## src/rtl/adc_seq_pkg.sv

```systemverilog
package adc_seq_pkg;

  typedef enum logic [1:0] {
    MODE_LP = 2'd0,
    MODE_NP = 2'd1,
    MODE_OS = 2'd2
  } scan_mode_e;

  typedef enum logic [2:0] {
    S_IDLE  = 3'd0,
    S_PWRUP = 3'd1,
    S_START = 3'd2,
    S_WAIT  = 3'd3,
    S_EVAL  = 3'd4,
    S_SLEEP = 3'd5,
    S_HALT  = 3'd6
  } seq_state_e;

endpackage

```

## src/rtl/adc_seq_fsm.sv

```systemverilog
module adc_seq_fsm
  import adc_seq_pkg::*;
#(
  parameter int NCH = 2,
  parameter int PW  = 8,
  parameter int TW  = 32,
  localparam int CHW = (NCH > 1) ? $clog2(NCH) : 1
) (
  input  logic           clk_i,
  input  logic           rst_ni,
  input  logic           enable_i,
  input  logic           soft_rst_i,
  input  logic [1:0]     mode_i,
  input  logic [PW-1:0]  pwrup_time_i,
  input  logic [TW-1:0]  wake_time_i,
  input  logic           promote_i,
  input  logic           adc_valid_i,
  output logic           adc_pd_o,
  output logic           adc_start_o,
  output logic [CHW-1:0] chn_o,
  output logic           eval_o,
  output logic           np_o,
  output logic           os_done_o,
  output logic           store_en_o
);

  seq_state_e     state_q, state_d;
  logic [CHW-1:0] ch_q, ch_d;
  logic [TW-1:0]  tmr_q, tmr_d;
  logic           np_q, np_d;
  logic           is_os;

  assign is_os = (mode_i == MODE_OS);

  always_comb begin
    state_d = state_q;
    ch_d    = ch_q;
    np_d    = np_q;
    tmr_d   = TW'(tmr_q + TW'(1));
    unique case (state_q)
      S_IDLE: begin
        tmr_d = '0;
        ch_d  = '0;
        if (enable_i) begin
          state_d = S_PWRUP;
          np_d    = (mode_i == MODE_NP);
        end
      end
      S_PWRUP: begin
        if (tmr_q == TW'(pwrup_time_i)) begin
          state_d = S_START;
          tmr_d   = '0;
        end
      end
      S_START: begin
        tmr_d   = '0;
        state_d = S_WAIT;
      end
      S_WAIT: begin
        tmr_d = '0;
        if (adc_valid_i) begin
          if (ch_q == CHW'(NCH - 1)) begin
            state_d = S_EVAL;
          end else begin
            ch_d    = CHW'(ch_q + CHW'(1));
            state_d = S_START;
          end
        end
      end
      S_EVAL: begin
        tmr_d = '0;
        ch_d  = '0;
        if (is_os) begin
          state_d = S_HALT;
        end else if (np_q || promote_i) begin
          state_d = S_START;
          np_d    = 1'b1;
        end else begin
          state_d = S_SLEEP;
        end
      end
      S_SLEEP: begin
        if (tmr_q == wake_time_i) begin
          state_d = S_PWRUP;
          tmr_d   = '0;
        end
      end
      S_HALT: tmr_d = '0;
      default: begin
        state_d = S_IDLE;
        tmr_d   = '0;
      end
    endcase
    if (!enable_i || soft_rst_i) begin
      state_d = S_IDLE;
      np_d    = 1'b0;
      tmr_d   = '0;
      ch_d    = '0;
    end
  end

  always_ff @(posedge clk_i or negedge rst_ni) begin
    if (!rst_ni) begin
      state_q <= S_IDLE;
      ch_q    <= '0;
      tmr_q   <= '0;
      np_q    <= 1'b0;
    end else begin
      state_q <= state_d;
      ch_q    <= ch_d;
      tmr_q   <= tmr_d;
      np_q    <= np_d;
    end
  end

  assign adc_pd_o    = (state_q == S_IDLE) || (state_q == S_SLEEP) || (state_q == S_HALT);
  assign adc_start_o = (state_q == S_START);
  assign chn_o       = ch_q;
  assign eval_o      = (state_q == S_EVAL);
  assign np_o        = np_q;
  assign os_done_o   = eval_o && is_os;
  assign store_en_o  = (state_q == S_WAIT) && adc_valid_i;

  AST_START_PULSE: assert property (@(posedge clk_i) disable iff (!rst_ni)
    adc_start_o |=> !adc_start_o);
  AST_START_POWERED: assert property (@(posedge clk_i) disable iff (!rst_ni)
    adc_start_o |-> !adc_pd_o);
  AST_DISABLE_PD: assert property (@(posedge clk_i) disable iff (!rst_ni)
    !enable_i |=> (adc_pd_o && !np_o));
  AST_OS_HOLD: assert property (@(posedge clk_i) disable iff (!rst_ni)
    (state_q == S_HALT && enable_i && !soft_rst_i) |=> (adc_pd_o && !adc_start_o));
  AST_NP_STICKY: assert property (@(posedge clk_i) disable iff (!rst_ni)
    (np_q && enable_i && !soft_rst_i) |=> np_q);

endmodule

```

## src/rtl/adc_match_counter.sv

```systemverilog
module adc_match_counter #(
  parameter int CW = 16
) (
  input  logic          clk_i,
  input  logic          rst_ni,
  input  logic          clr_i,
  input  logic          eval_i,
  input  logic          match_i,
  input  logic          restart_on_hit_i,
  input  logic [CW-1:0] thr_i,
  output logic          hit_o
);

  logic [CW-1:0] cnt_q, cnt_d;
  logic          below;

  assign below = (cnt_q < thr_i);
  assign hit_o = eval_i && match_i && below && (CW'(cnt_q + CW'(1)) == thr_i);

  always_comb begin
    cnt_d = cnt_q;
    if (clr_i) begin
      cnt_d = '0;
    end else if (eval_i) begin
      if (!match_i) begin
        cnt_d = '0;
      end else if (hit_o && restart_on_hit_i) begin
        cnt_d = '0;
      end else if (below) begin
        cnt_d = CW'(cnt_q + CW'(1));
      end
    end
  end

  always_ff @(posedge clk_i or negedge rst_ni) begin
    if (!rst_ni) begin
      cnt_q <= '0;
    end else if (clr_i || eval_i) begin
      cnt_q <= cnt_d;
    end
  end

  AST_MISS_CLEARS: assert property (@(posedge clk_i) disable iff (!rst_ni)
    (eval_i && !match_i) |=> (cnt_q == '0));
  AST_NO_OVERFLOW: assert property (@(posedge clk_i) disable iff (!rst_ni)
    (eval_i && match_i && !clr_i && (cnt_q >= thr_i)) |=> $stable(cnt_q));

endmodule

```

## src/rtl/adc_sample_store.sv

```systemverilog
module adc_sample_store #(
  parameter int NCH = 2,
  parameter int DW  = 10,
  localparam int CHW = (NCH > 1) ? $clog2(NCH) : 1
) (
  input  logic              clk_i,
  input  logic              rst_ni,
  input  logic              wr_en_i,
  input  logic [CHW-1:0]    wr_ch_i,
  input  logic [DW-1:0]     wr_data_i,
  input  logic              cap_i,
  output logic [NCH*DW-1:0] latest_o,
  output logic [NCH*DW-1:0] trig_o
);

  for (genvar g = 0; g < NCH; g++) begin : g_ch
    logic [DW-1:0] lat_q, trg_q;
    logic          lat_en;

    assign lat_en = wr_en_i && (wr_ch_i == CHW'(g));

    always_ff @(posedge clk_i or negedge rst_ni) begin
      if (!rst_ni) begin
        lat_q <= '0;
      end else if (lat_en) begin
        lat_q <= wr_data_i;
      end
    end

    always_ff @(posedge clk_i or negedge rst_ni) begin
      if (!rst_ni) begin
        trg_q <= '0;
      end else if (cap_i) begin
        trg_q <= lat_q;
      end
    end

    assign latest_o[g*DW +: DW] = lat_q;
    assign trig_o[g*DW +: DW]   = trg_q;
  end

  AST_TRIG_CAPTURE: assert property (@(posedge clk_i) disable iff (!rst_ni)
    cap_i |=> (trig_o == $past(latest_o)));
  AST_TRIG_HOLD: assert property (@(posedge clk_i) disable iff (!rst_ni)
    !cap_i |=> $stable(trig_o));

endmodule

```

## src/rtl/adc_scan_sequencer.sv

```systemverilog
module adc_scan_sequencer
  import adc_seq_pkg::*;
#(
  parameter int NCH = 2,
  parameter int DW  = 10,
  parameter int PW  = 8,
  parameter int TW  = 32,
  parameter int LPW = 8,
  parameter int NPW = 16,
  localparam int CHW = (NCH > 1) ? $clog2(NCH) : 1
) (
  input  logic              clk_i,
  input  logic              rst_ni,
  input  logic              enable_i,
  input  logic              soft_rst_i,
  input  logic [1:0]        mode_i,
  input  logic [PW-1:0]     pwrup_time_i,
  input  logic [TW-1:0]     wake_time_i,
  input  logic [LPW-1:0]    lp_thresh_i,
  input  logic [NPW-1:0]    np_thresh_i,
  input  logic              filter_en_i,
  input  logic              match_i,
  input  logic              adc_valid_i,
  input  logic [DW-1:0]     adc_data_i,
  output logic              adc_pd_o,
  output logic              adc_start_o,
  output logic [CHW-1:0]    adc_chn_sel_o,
  output logic              np_active_o,
  output logic              trigger_o,
  output logic              oneshot_done_o,
  output logic [NCH*DW-1:0] latest_o,
  output logic [NCH*DW-1:0] trig_val_o
);

  logic           eval, np, hit, promote, store_en, scan_eval, cnt_clr, eff_match;
  logic [CHW-1:0] chn;
  logic [NPW-1:0] thr;

  assign scan_eval = eval && (mode_i != MODE_OS);
  assign eff_match = match_i && filter_en_i;
  assign thr       = np ? np_thresh_i : NPW'(lp_thresh_i);
  assign cnt_clr   = soft_rst_i || !enable_i;
  assign promote   = hit && !np;
  assign trigger_o = hit && np;

  adc_seq_fsm #(.NCH(NCH), .PW(PW), .TW(TW)) u_fsm (
    .clk_i        (clk_i),
    .rst_ni       (rst_ni),
    .enable_i     (enable_i),
    .soft_rst_i   (soft_rst_i),
    .mode_i       (mode_i),
    .pwrup_time_i (pwrup_time_i),
    .wake_time_i  (wake_time_i),
    .promote_i    (promote),
    .adc_valid_i  (adc_valid_i),
    .adc_pd_o     (adc_pd_o),
    .adc_start_o  (adc_start_o),
    .chn_o        (chn),
    .eval_o       (eval),
    .np_o         (np),
    .os_done_o    (oneshot_done_o),
    .store_en_o   (store_en)
  );

  adc_match_counter #(.CW(NPW)) u_cnt (
    .clk_i            (clk_i),
    .rst_ni           (rst_ni),
    .clr_i            (cnt_clr),
    .eval_i           (scan_eval),
    .match_i          (eff_match),
    .restart_on_hit_i (!np),
    .thr_i            (thr),
    .hit_o            (hit)
  );

  adc_sample_store #(.NCH(NCH), .DW(DW)) u_store (
    .clk_i     (clk_i),
    .rst_ni    (rst_ni),
    .wr_en_i   (store_en),
    .wr_ch_i   (chn),
    .wr_data_i (adc_data_i),
    .cap_i     (trigger_o),
    .latest_o  (latest_o),
    .trig_o    (trig_val_o)
  );

  assign adc_chn_sel_o = chn;
  assign np_active_o   = np;

endmodule

```

## config.mk

```make
export PLATFORM = sky130hd
export DESIGN_NAME = adc_scan_sequencer
export DESIGN_NICKNAME = d
export VERILOG_FILES = /design/src/rtl/adc_seq_pkg.sv /design/src/rtl/adc_seq_fsm.sv /design/src/rtl/adc_match_counter.sv /design/src/rtl/adc_sample_store.sv /design/src/rtl/adc_scan_sequencer.sv
export SDC_FILE = /design/constraint.sdc
export NUM_CORES = 1
export LEC_CHECK = 0
export ABC_AREA = 1
export BUFFER_PORTS_ARGS = -buffer_cell sky130_fd_sc_hd__buf_2
export CELL_PAD_IN_SITES_DETAIL_PLACEMENT = 1
export CELL_PAD_IN_SITES_GLOBAL_PLACEMENT = 1
export CORE_MARGIN = 8
export CORE_UTILIZATION = 40
export CTS_CLUSTER_SIZE = 12
export DETAILED_ROUTE_END_ITERATION = 12
export PLACE_DENSITY_LB_ADDON = 0.08
export SLEW_MARGIN = 30
export SYNTH_ARGS = -nofsm -noshare
export SYNTH_HDL_FRONTEND = slang
export SYNTH_SLANG_ARGS = --single-unit
```

## constraint.sdc

```tcl
create_clock -name clk_i -period 3.3 [get_ports clk_i]
set_clock_uncertainty 0.2 [all_clocks]
set_input_delay 0.165 -clock clk_i [delete_from_list [all_inputs] [get_ports clk_i]]
set_output_delay 0.165 -clock clk_i [all_outputs]
set_load 0.02 [all_outputs]
```

==> results.tsv, run 1 <==
stage	metric	value	unit
detailed_routing	vias	6099	
power	p_per_area	342	nW/um^2
sta	rsz0062_at_grt	no	
cts	cts_tree	done	
power	vdd_drop_max	281	uV
placed_design	io_buffers	128	
cts	clock_latency	350	ps
die	core_area	15100	um^2
cts	numCtsBuffers	9	
cts	clk_pin_slew_worst_paths	70	ps
global_route	overflow	0	
placed_design	gp_congestion	0.816	
yosys	synth-seq-area-share	0.380	
setup_path	arrival	2680	ps
die	die_x	140	um
detailed_routing	antenna_left	0	
sta	period_share	0.924	
layout	final_util	0.491	
yosys	synth-edff-count	0	
die	start_util	0.406	
cts	cts_sinks	93	
cts	clockBufferDepth	2	
setup_path	required	2930	ps
setup_path	start_kind	flop	
cts	htreeDepth	3	
sta	hold_violations	0	
yosys	synth_ff_type	dfrtp_1	
layout	drive_above_1_share	0.181	
yosys	ys_types	41	
power	total_power	2530	uW
sta	setup_violations	0	
layout	syn_to_final_growth	20.9	%
detailed_routing	first_pass_iters	4	
yosys	async_flop_share	1.00	
setup_path	worstSetupPathType	flop to output port	
outcome	outcome	finished clean	
sta	maxSlewHeadroom	0.498	
yosys	syn_area_per_cell	7.14	um^2
sta	slew_viol_final	0	
layout	fin_nets	1098	
die	die-height	140	um
detailed_routing	post-route-drc-count	0	
sta	fmax	0.328	GHz
global_route	antenna_found_initial	0	
hold_path	hp-class	input port to flop	
sta	worst_slew_pin_slew	750	ps
sta	fin_setup_tns	0	ps
yosys	synth_area	6120	um^2
layout	num_antenna_cells	0	
setup_path	cp_max_fo	14	
global_route	grt_usage	0.209	
global_route	grt_pass1_vias	6558	
run	drv_cap	0	
detailed_routing	viasPerCell	5.13	
die	rows	45	
cts	root_buffer	clkbuf_16	
die	ios	129	
yosys	synthCells	858	
sta	fin_crit	3050	ps
sta	whs	27.2	ps
detailed_routing	post_drt_wl_per_cell	16.9	um
placed_design	hpwl	15600	um
global_route	grt_max_degree	52	
global_route	grt_pass1_wl	33200	um
detailed_routing	routed_wl	20100	um
yosys	yosys_warnings	0	
power	leakage	0.00366	uW
detailed_routing	drtIter0Drc	203	
setup_path	endpoint_kind	output port	
yosys	syn_nets	959	
yosys	ys_seq_elements	93	
die	die_area	19500	um^2
==> synthesized netlist by cell type, types with 3 or more instances <==
master / count / area (um^2)
nor2_1: 94 / 353
nand2_1: 256 / 961
nor3_1: 23 / 115
xnor2_1: 24 / 210
a21oi_1: 13 / 65.1
o21ai_1: 4 / 20.0
clkbuf_1: 12 / 45.0
buf_6: 3 / 33.8
dfrtp_1: 93 / 2330
ha_1: 18 / 225
o21ai_0: 63 / 315
nand3b_1: 5 / 37.5
xor2_1: 28 / 245
nor2_2: 3 / 18.8
o21bai_1: 3 / 22.5
or2_2: 10 / 62.6
buf_2: 4 / 20.0
inv_1: 88 / 330
nor3b_1: 3 / 22.5
nor4_1: 15 / 93.8
nand4_1: 21 / 131
nand3_1: 46 / 230
clkbuf_2: 3 / 15.0
nand2_2: 3 / 18.8
==> per-stage QoR <==
| stage | cells | setup slack [ps] | area, um^2 |
|---|---|---|---|
| 2_1_floorplan | 858 | 469 | 6120 |
| 3_3_place_gp | 1160 | 454 | 6960 |
| 3_5_place_dp | 1160 | 355 | 6960 |
| 4_1_cts | 1190 | 204 | 7400 |
| 5_1_grt | 1190 | 44.4 | 7410 |
| 6_report | 1190 | 251 | 7410 |
==> timing repair <==
item	CTS	global route
setup endpoints to repair	1	1
resized for setup	0	2
setup buffers	1	0
hold buffers	13	0
pin swaps	1	0
endpoints found under the hold margin	64	0
==> cells in the final DEF, fill, tap and decap left out, types with 9 or more instances in the layout <==
| cell | Yosys | routed |
|---|---|---|
| inv_1 | 88 | 88 |
| buf_2 | 4 | 127 |
| ha_1 | 18 | 18 |
| xor2_1 | 28 | 28 |
| nor4_1 | 15 | 15 |
| nand4_1 | 21 | 21 |
| dfrtp_1 | 93 | 93 |
| clkbuf_16 | 0 | 9 |
| xnor2_1 | 24 | 24 |
| buf_4 | 1 | 10 |
| dlygate4sd3_1 | 0 | 13 |
| nand2_1 | 256 | 256 |
| nor3_1 | 23 | 22 |
| or2_2 | 10 | 10 |
| a21oi_1 | 13 | 13 |
| o21ai_0 | 63 | 62 |
| nor2_1 | 94 | 94 |
| nand3_1 | 46 | 46 |
==> state kept, by name, indices dropped and copies added (netlist names) <==
name,count
u_cnt.cnt_q,16
u_fsm.np_o,1
u_fsm.state_q,3
u_fsm.tmr_q,32
u_store.g_ch.lat_q,20
u_fsm.chn_o,1
u_store.g_ch.trg_q,20
==> final cells by class <==
type / instances / area (um^2)
timing repair buffer: 151 / 861
clock buffer: 11 / 243
inverter: 90 / 340
clock inverter: 5 / 60.1
tap: 188 / 235
sequential: 93 / 2330
multi-input combinational: 652 / 3340
fill: 1990 / 7680
==> kinds of logic after synthesis <==
logic type / share of synthesized area
AND/OR/NAND/NOR: 0.348
buffers and inverters: 0.0754
AO/OA/AOI/OAI: 0.0815
flip-flops: 0.380
XOR/XNOR: 0.0780
adder cells (fa/ha/maj): 0.0368
==> power breakdown <==
part	internal, uW	switching (uW)	total (uW)
sequential	1160	21.3	1180
combinational	113	171	283
clock	610	458	1070
total	1880	650	2530
==> critical path: stages (launching register included) <==
cell	delay (ps)
dfrtp_1	420
inv_4	110
or2_2	290
o21ai_2	90
ha_1	270
a21oi_1	130
nor2_1	50
nor2_1	100
nand3_1	90
nand2_1	60
nand2_1	80
nor2_1	140
nand4_2	160
nor2_4	170
buf_2	180
==> per-layer routing <==
metal	GRT usage	vias to the layer above	wire length [um]
met2	0.336	130	9050
met5	0	-	0
li1	-	3039	-
met1	0.275	2907	9700
met4	0.0469	0	250
met3	0.0568	23	1130
==> worst paths after layout <==
check | startpoint | to | slack, ps | depth (start not counted)
max | u_fsm.np_o | trigger_o | 250 | 14
min | soft_rst_i | u_fsm.tmr_q[29] | 30 | 4
max reg2reg | u_fsm.np_o | u_store.g_ch[1].trg_q[9] | 370 | 17
min reg2reg | u_store.g_ch[1].trg_q[4] | u_store.g_ch[1].trg_q[4] | 300 | 2
max in group asynchronous | rst_ni | u_cnt.cnt_q[9] | 2000 | 3
min in group asynchronous | rst_ni | u_cnt.cnt_q[11] | 180 | 2
No activity file was read; power rests on OpenSTA's default activity.
==> run 2: changes to the inputs <==
- ABC_AREA: 1 -> not set
- CORE_UTILIZATION: 40 -> 42
==> run 2 against run 1 <==
The flow now finishes with violations (setup timing). Cell count decreased by 19%. Largest power group unchanged. Routed wire length shrank 6.2%. Maximum frequency is 10% lower. Synthesized area down 2.7%. Worst hold slack improved by 37 ps. Die area shrank 6.5%. Cell area up 4.2%. Flip-flop and latch count stayed put. Combinational power is 45% higher. Utilization grew 6.5 points. Clock power about the same. Total power is 5.8% higher.
==> results.tsv, run 2 <==
stage	metric	value	unit	change
outcome	outcome	finished, violations left		was finished clean
outcome	violations	setup timing		
layout	finish.instance_area	7720	um^2	was 7410 um^2
setup_path	required	3340	ps	was 2930 ps
setup_path	cp_max_fo	9		was 14
die	die-height	135	um	was 140 um
global_route	grt_usage	0.200		was 0.209
die	rows	43		was 45
layout	drive_above_1_share	0.363		was 0.181
yosys	synth_ff_type	dfrtp_1		unchanged
detailed_routing	wl_met2	9530	um	was 9050 um
run	drv_cap	0		unchanged
power	vdd_drop_max	222	uV	was 281 uV
yosys	synthCells	608		was 858
placed_design	io_buffers	128		unchanged
yosys	yosys.area.top_type	dfrtp_1		unchanged
layout	fin_cells	962		was 1190
setup_path	critPathTopFamily	simple AND/OR/NAND/NOR gates		unchanged
sta	rsz0062_at_grt	yes		was no
yosys	synth-edff-count	0		unchanged
layout	reg.largest.list	u_fsm.tmr_q (32), u_store.g_ch.lat_q (20), u_store.g_ch.trg_q (20)		unchanged
yosys	async_flop_share	1.00		unchanged
yosys	synth_top_area_frac	0.390		was 0.380
sta	maxSlewHeadroom	0.475		was 0.498
cts	htreeDepth	3		unchanged
cts	cts_sinks	93		unchanged
yosys	ys_seq_elements	93		unchanged
setup_path	crit_buf_inv	2		unchanged
yosys	yosysMostFrequentCell	dfrtp_1		was nand2_1
global_route	antenna_found_initial	0		unchanged
sta	slew_viol_final	0		unchanged
power	p_int	1900	uW	was 1880 uW
layout	syn_to_final_growth	29.5	%	was 20.9%
cts	clock_latency	360	ps	was 350 ps
yosys	syn_area_per_cell	9.81	um^2	was 7.14 um^2
yosys	synth_area	5960	um^2	was 6120 um^2
setup_path	endpoint_kind	flop		was output port
setup_path	slowest_delay	560	ps	was 420 ps
setup_path	start_kind	flop		unchanged
detailed_routing	post_drt_wl_per_cell	19.6	um	was 16.9 um
detailed_routing	post-route-drc-count	0		unchanged
yosys	synth-seq-area-share	0.390		was 0.380
power	p_clk_frac	0.393		was 0.422
hold_path	hp-class	input port to flop		unchanged
die	start_util	0.430		was 0.406
sta	worst_slack	-95.8	ps	was 251 ps
setup_path	arrival	3440	ps	was 2680 ps
setup_path	slowest_stage	or4_4		was dfrtp_1
power	combPwrFrac	0.153		was 0.112
detailed_routing	wl_met1	8130	um	was 9700 um
placed_design	gp_congestion	0.881		was 0.816
setup_path	setup.worst_path.start	u_cnt.cnt_q[0]		was u_fsm.np_o
global_route	grt_pass1_vias	5539		was 6558
layout	num_antenna_cells	0		unchanged
power	power_switching_share	0.292		was 0.257
global_route	grt_max_degree	82		was 52
cts	root_buffer	clkbuf_16		unchanged
layout	layout_common_cells	buf_2 (126), dfrtp_1 (85), nor2_1 (61), nand2_1 (58), xnor2_1 (47)		was nand2_1 (256), buf_2 (127), nor2_1 (94), dfrtp_1 (93), inv_1 (88)
sta	fin_crit	3400	ps	was 3050 ps
detailed_routing	first_pass_iters	6		was 4
detailed_routing	vias	5224		was 6099
sta	hold_violations	0		unchanged
die	core_area	13900	um^2	was 15100 um^2
yosys	synth_common_cells	dfrtp_1 (93), nor2_1 (64), nand2_1 (60)		was nand2_1 (256), nor2_1 (94), dfrtp_1 (93)
sta	setup_violations	20		was 0
placed_design	place_area	6950	um^2	was 6960 um^2
yosys	syn_nets	709		was 959
setup_path	r2r_start	u_cnt.cnt_q[0]		was u_fsm.np_o
power	p_sw	784	uW	was 650 uW
layout	fin_nets	878		was 1098
yosys	synth_area_leaders	dfrtp_1 (39%), xnor2_1 (7.3%), xor2_1 (6.5%)		was dfrtp_1 (38%), nand2_1 (16%), nor2_1 (5.8%)
cts	cts_tree	done		unchanged
detailed_routing	routed_wl	18900	um	was 20100 um
power	p_per_area	347	nW/um^2	was 342 nW/um^2
layout	largest_reg_flops	32		unchanged
global_route	overflow	0		unchanged
hold_path	hp-start	adc_valid_i		was soft_rst_i
sta	fmax	0.294	GHz	was 0.328 GHz
placed_design	hpwl	13900	um	was 15600 um
layout	regMostFlops	u_fsm.tmr_q		unchanged
cts	numCtsBuffers	9		unchanged
power	p_seq_frac	0.455		was 0.466
yosys	ys_types	61		was 41
detailed_routing	viasPerCell	5.43		was 5.13
die	die_x	135	um	was 140 um
detailed_routing	route.met3.wl	997	um	was 1130 um
setup_path	worstPathCellList	ha_2, nand3_2, buf_4, nor3_2, xnor2_1, nand2_1, or4_4, nor4_4, and2b_4, clkbuf_16, mux2_4		was inv_4, or2_2, o21ai_2, ha_1, a21oi_1, nor2_1, nor2_1, nand3_1, nand2_1, nand2_1, nor2_1, nand4_2, nor2_4, buf_2
layout	final_common_cell	buf_2		was nand2_1
detailed_routing	top_layer_used	met4		unchanged
sta	period_share	1.03		was 0.924
layout	final_util	0.556		was 0.491
detailed_routing	antenna_left	0		unchanged
die	ios	129		unchanged
power	leakage	0.00361	uW	was 0.00366 uW
detailed_routing	drtIter0Drc	213		was 203
sta	worst_slew_pin_slew	788	ps	was 750 ps
global_route	grt_pass1_wl	29400	um	was 33200 um
setup_path	worstSetupPathType	flop to flop		was flop to output port
placed_design	dp_cells	917		was 1160
yosys	yosys_warnings	0		unchanged
cts	clockBufferDepth	2		unchanged
cts	clk_pin_slew_worst_paths	80	ps	was 70 ps
die	die_area	18300	um^2	was 19500 um^2
run 2: final cells by class:
| cell class | count | area (um^2) |
|---|---|---|
| Fill cell | 1591 | 6160 |
| Multi-Input combinational cell | 472 | 3570 |
| Sequential cell | 93 | 2340 |
| Timing Repair Buffer | 191 | 1260 |
| Clock buffer | 9 | 225 |
| Tap cell | 180 | 225 |
| Clock inverter | 7 | 68.8 |
| Inverter | 10 | 37.5 |
run 2: logic make-up after synthesis:
logic type               count (synthesis)  synth area share
AND/OR/NAND/NOR                        250             0.219
XOR/XNOR                                95             0.142
buffers and inverters                   43            0.0365
flip-flops                              93             0.390
AO/OA/AOI/OAI                           60            0.0655
multiplexers                            49             0.109
adder cells (fa/ha/maj)                 18            0.0378
run 2: power groups by stage:
| stage | logic, uW | registers (uW) | clock network, uW |
|---|---|---|---|
| after floorplan | 149 | 1280 | 0 |
| after global placement | 356 | 1240 | 0 |
| after detailed placement | 367 | 1240 | 0 |
| after CTS | 382 | 1220 | 1080 |
| after global routing | 443 | 1220 | 1120 |
| final | 409 | 1220 | 1050 |
run 2: final timing paths:
path                                             to  slack (ps)  cells after the start
setup / recovery           u_store.g_ch[1].trg_q[1]        -100                     11
hold / removal                     u_fsm.state_q[0]          60                      4
setup reg to reg           u_store.g_ch[1].trg_q[1]        -100                     11
hold reg to reg            u_store.g_ch[1].trg_q[7]         310                      1
max in group asynchronous           u_fsm.tmr_q[19]        1940                      3
min in group asynchronous            u_cnt.cnt_q[5]         200                      2
run 2: metrics by stage:
stage	hold WS [ps]	TNS, ps	worst slack (ps)	power [uW]
after CTS	52.1	-3.06	-3.06	2680
after detailed placement	68.5	0	22.0	1610
after floorplan	-331	0	108	1420
after global placement	212	0	148	1590
after global routing	66.0	-3960	-210	2790
final	64.3	-1410	-95.8	2680
run 2: per-layer routing:
layer  vias to the layer above  track usage
met2                       138        0.341
met5                         -            0
li1                       2466            -
met1                      2600        0.248
met4                         0       0.0586
met3                        20       0.0438
run 2: timing repair:
item                                    CTS  global route
endpoints found under the setup margin    1            24
setup buffers                             1            14
hold endpoints to repair                100             0
pin swaps                                 3            15
cloned                                    0             3
gates resized for setup                   5            32
hold buffers                             11             0
run 2: worst min-delay path: cells and delay by family:
kind                   cells  cell delay (ps)
buffers and inverters      1              120
AOI/OAI and AO/OA          3              290
==> run 3: changes to the inputs <==
- CELL_PAD_IN_SITES_DETAIL_PLACEMENT: 1 -> 0
- CORE_MARGIN: 8 -> not set
==> run 3 against run 2 <==
The flow now finishes without violations. Flip-flop and latch count did not move. Total power fell by 1.5%. First-iteration DRC count rose by 8.0%. Critical endpoint is now u_store.g_ch[1].trg_q[0]. Largest power group unchanged.
==> results.tsv, run 3 (same netlist as run 2, synthesis figures left out) <==
stage	metric	value	unit	change
outcome	outcome	finished clean		was finished, violations left
cts	clockBufferDepth	2		unchanged
sta	rsz0062_at_grt	yes		unchanged
sta	period_share	0.967		was 1.03
die	die_x	121	um	was 135 um
detailed_routing	antenna_left	0		unchanged
run	drv_cap	0		unchanged
layout	num_antenna_cells	0		unchanged
placed_design	pre_cts_slack	40.8	ps	was 22.0 ps
cts	cts_tree	done		unchanged
cts	clk_pin_slew_worst_paths	70	ps	was 80 ps
cts	numCtsBuffers	9		unchanged
sta	maxSlewHeadroom	0.497		was 0.475
detailed_routing	drtIter0Drc	230		was 213
die	ios	129		unchanged
sta	worst_slew_pin_slew	754	ps	was 788 ps
setup_path	start_kind	flop		unchanged
sta	setup_violations	0		was 20
global_route	grt_pass1_wl	24500	um	was 29400 um
die	die-height	121	um	was 135 um
layout	syn_to_final_growth	24.8	%	was 29.5%
layout	regMostFlops	u_fsm.tmr_q		unchanged
global_route	antenna_found_initial	1		was 0
setup_path	slowest_stage	or4_4		unchanged
cts	cts_sinks	93		unchanged
layout	reg.largest.list	u_fsm.tmr_q (32), u_store.g_ch.lat_q (20), u_store.g_ch.trg_q (20)		unchanged
power	leakage	0.00352	uW	was 0.00361 uW
power	p_per_area	355	nW/um^2	was 347 nW/um^2
sta	whs	49.9	ps	was 64.3 ps
setup_path	slowest_delay	530	ps	was 560 ps
placed_design	io_buffers	128		unchanged
setup_path	worstPathCellList	ha_1, nand3_2, or3_4, nor3b_2, o22ai_1, or4_4, nor4_4, and2b_4, buf_12, mux2_4		was ha_2, nand3_2, buf_4, nor3_2, xnor2_1, nand2_1, or4_4, nor4_4, and2b_4, clkbuf_16, mux2_4
global_route	grt_max_degree	52		was 82
layout	fin_nets	866		was 878
die	rows	43		unchanged
global_route	grt_usage	0.214		was 0.200
setup_path	arrival	3220	ps	was 3440 ps
sta	hold_violations	0		unchanged
detailed_routing	vias	4905		was 5224
placed_design	hpwl	11400	um	was 13900 um
sta	worst_slack	108	ps	was -95.8 ps
setup_path	worstSetupPathType	flop to flop		unchanged
power	vdd_drop_max	218	uV	was 222 uV
setup_path	endpoint_kind	flop		unchanged
setup_path	setup.worst_path.start	u_cnt.cnt_q[1]		was u_cnt.cnt_q[0]
global_route	overflow	0		unchanged
setup_path	r2r_start	u_cnt.cnt_q[1]		was u_cnt.cnt_q[0]
detailed_routing	viasPerCell	5.16		was 5.43
setup_path	cp_max_fo	12		was 9
layout	drive_above_1_share	0.325		was 0.363
setup_path	required	3330	ps	was 3340 ps
layout	layout_common_cells	buf_2 (127), dfrtp_1 (91), nor2_1 (63), nand2_1 (60), xnor2_1 (50)		was buf_2 (126), dfrtp_1 (85), nor2_1 (61), nand2_1 (58), xnor2_1 (47)
detailed_routing	routed_wl	15000	um	was 18900 um
setup_path	critPathTopFamily	simple AND/OR/NAND/NOR gates		unchanged
hold_path	hp-start	adc_valid_i		unchanged
sta	fin_crit	3190	ps	was 3400 ps
hold_path	hp-class	input port to flop		unchanged
setup_path	crit_buf_inv	1		was 2
layout	final_common_cell	buf_2		unchanged
sta	fmax	0.313	GHz	was 0.294 GHz
global_route	grt_pass1_vias	4801		was 5539
die	core_area	13900	um^2	unchanged
cts	htreeDepth	3		unchanged
layout	largest_reg_flops	32		unchanged
detailed_routing	post-route-drc-count	0		unchanged
die	die_area	14700	um^2	was 18300 um^2
detailed_routing	post_drt_wl_per_cell	15.8	um	was 19.6 um
sta	slew_viol_final	0		unchanged
placed_design	gp_congestion	0.836		was 0.881
die	start_util	0.430		unchanged
cts	root_buffer	clkbuf_16		unchanged
detailed_routing	first_pass_iters	5		was 6
cts	clock_latency	340	ps	was 360 ps
run 3: final cells by class:
class,instances,area (um^2)
Clock inverter,7,72.6
Timing Repair Buffer,179,1100
Sequential cell,93,2330
Tap cell,180,225
Fill cell,1285,6440
Clock buffer,9,225
Inverter,10,37.5
Multi-Input combinational cell,472,3450
run 3: where the power goes:
part	leakage [uW]	internal, uW	total (uW)	switching [uW]
Combinational	0.00211	169	373	204
Clock	0.000144	537	1050	517
Sequential	0.00127	1180	1210	32.8
Total	0.00352	1890	2640	754
run 3: worst register-to-register path: cells and delay by family (launching register included):
family,cells,cell delay [ps]
AND/OR/NAND/NOR,6,1740
flip-flops,1,360
multiplexers,1,320
adder cells (fa/ha/maj),1,220
buffers and inverters,1,160
AO/OA/AOI/OAI,1,90
run 3: metrics by stage:
stage | power (uW) | TNS, ps | cells | util | cell area (um^2)
2_1_floorplan | 1420 | 0 | 608 | - | 5960
3_5_place_dp | 1600 | 0 | 917 | 0.502 | 6960
4_1_cts | 2670 | 0 | 945 | 0.532 | 7390
6_report | 2640 | 0 | 950 | 0.536 | 7440
5_1_grt | 2750 | -130 | 950 | 0.536 | 7440
3_3_place_gp | 1590 | 0 | 917 | 0.501 | 6960
run 3: timing repair:
| item | in CTS | in global routing |
|---|---|---|
| endpoints found under the setup margin | 1 | 21 |
| pin swaps | 2 | 4 |
| buffers inserted | 1 | 5 |
| endpoints found under the hold margin | 62 | 0 |
| gates resized for setup | 3 | 4 |
| hold buffers | 11 | 0 |
run 3: path summary, 6_finish.rpt:
path                                       endpoint  slack [ps]  depth (start not counted)
setup / recovery           u_store.g_ch[1].trg_q[0]         110                         10
hold / removal                     u_fsm.state_q[0]          50                          4
setup reg to reg           u_store.g_ch[1].trg_q[0]         110                         10
hold reg to reg            u_store.g_ch[0].trg_q[5]         310                          1
max in group asynchronous            u_cnt.cnt_q[3]        2070                          3
min in group asynchronous            u_cnt.cnt_q[5]         150                          2
run 3: metal layers:
layer  global-route usage  up-vias  part of all wire  wire [um]
li1                     -     2443                 -          -
met1                0.285     2320              0.47       7000
met2                0.358      125              0.47       7120
met3               0.0409       15             0.047        699
met4               0.0509        2             0.012        181
met5                    0        -           0.00087         13
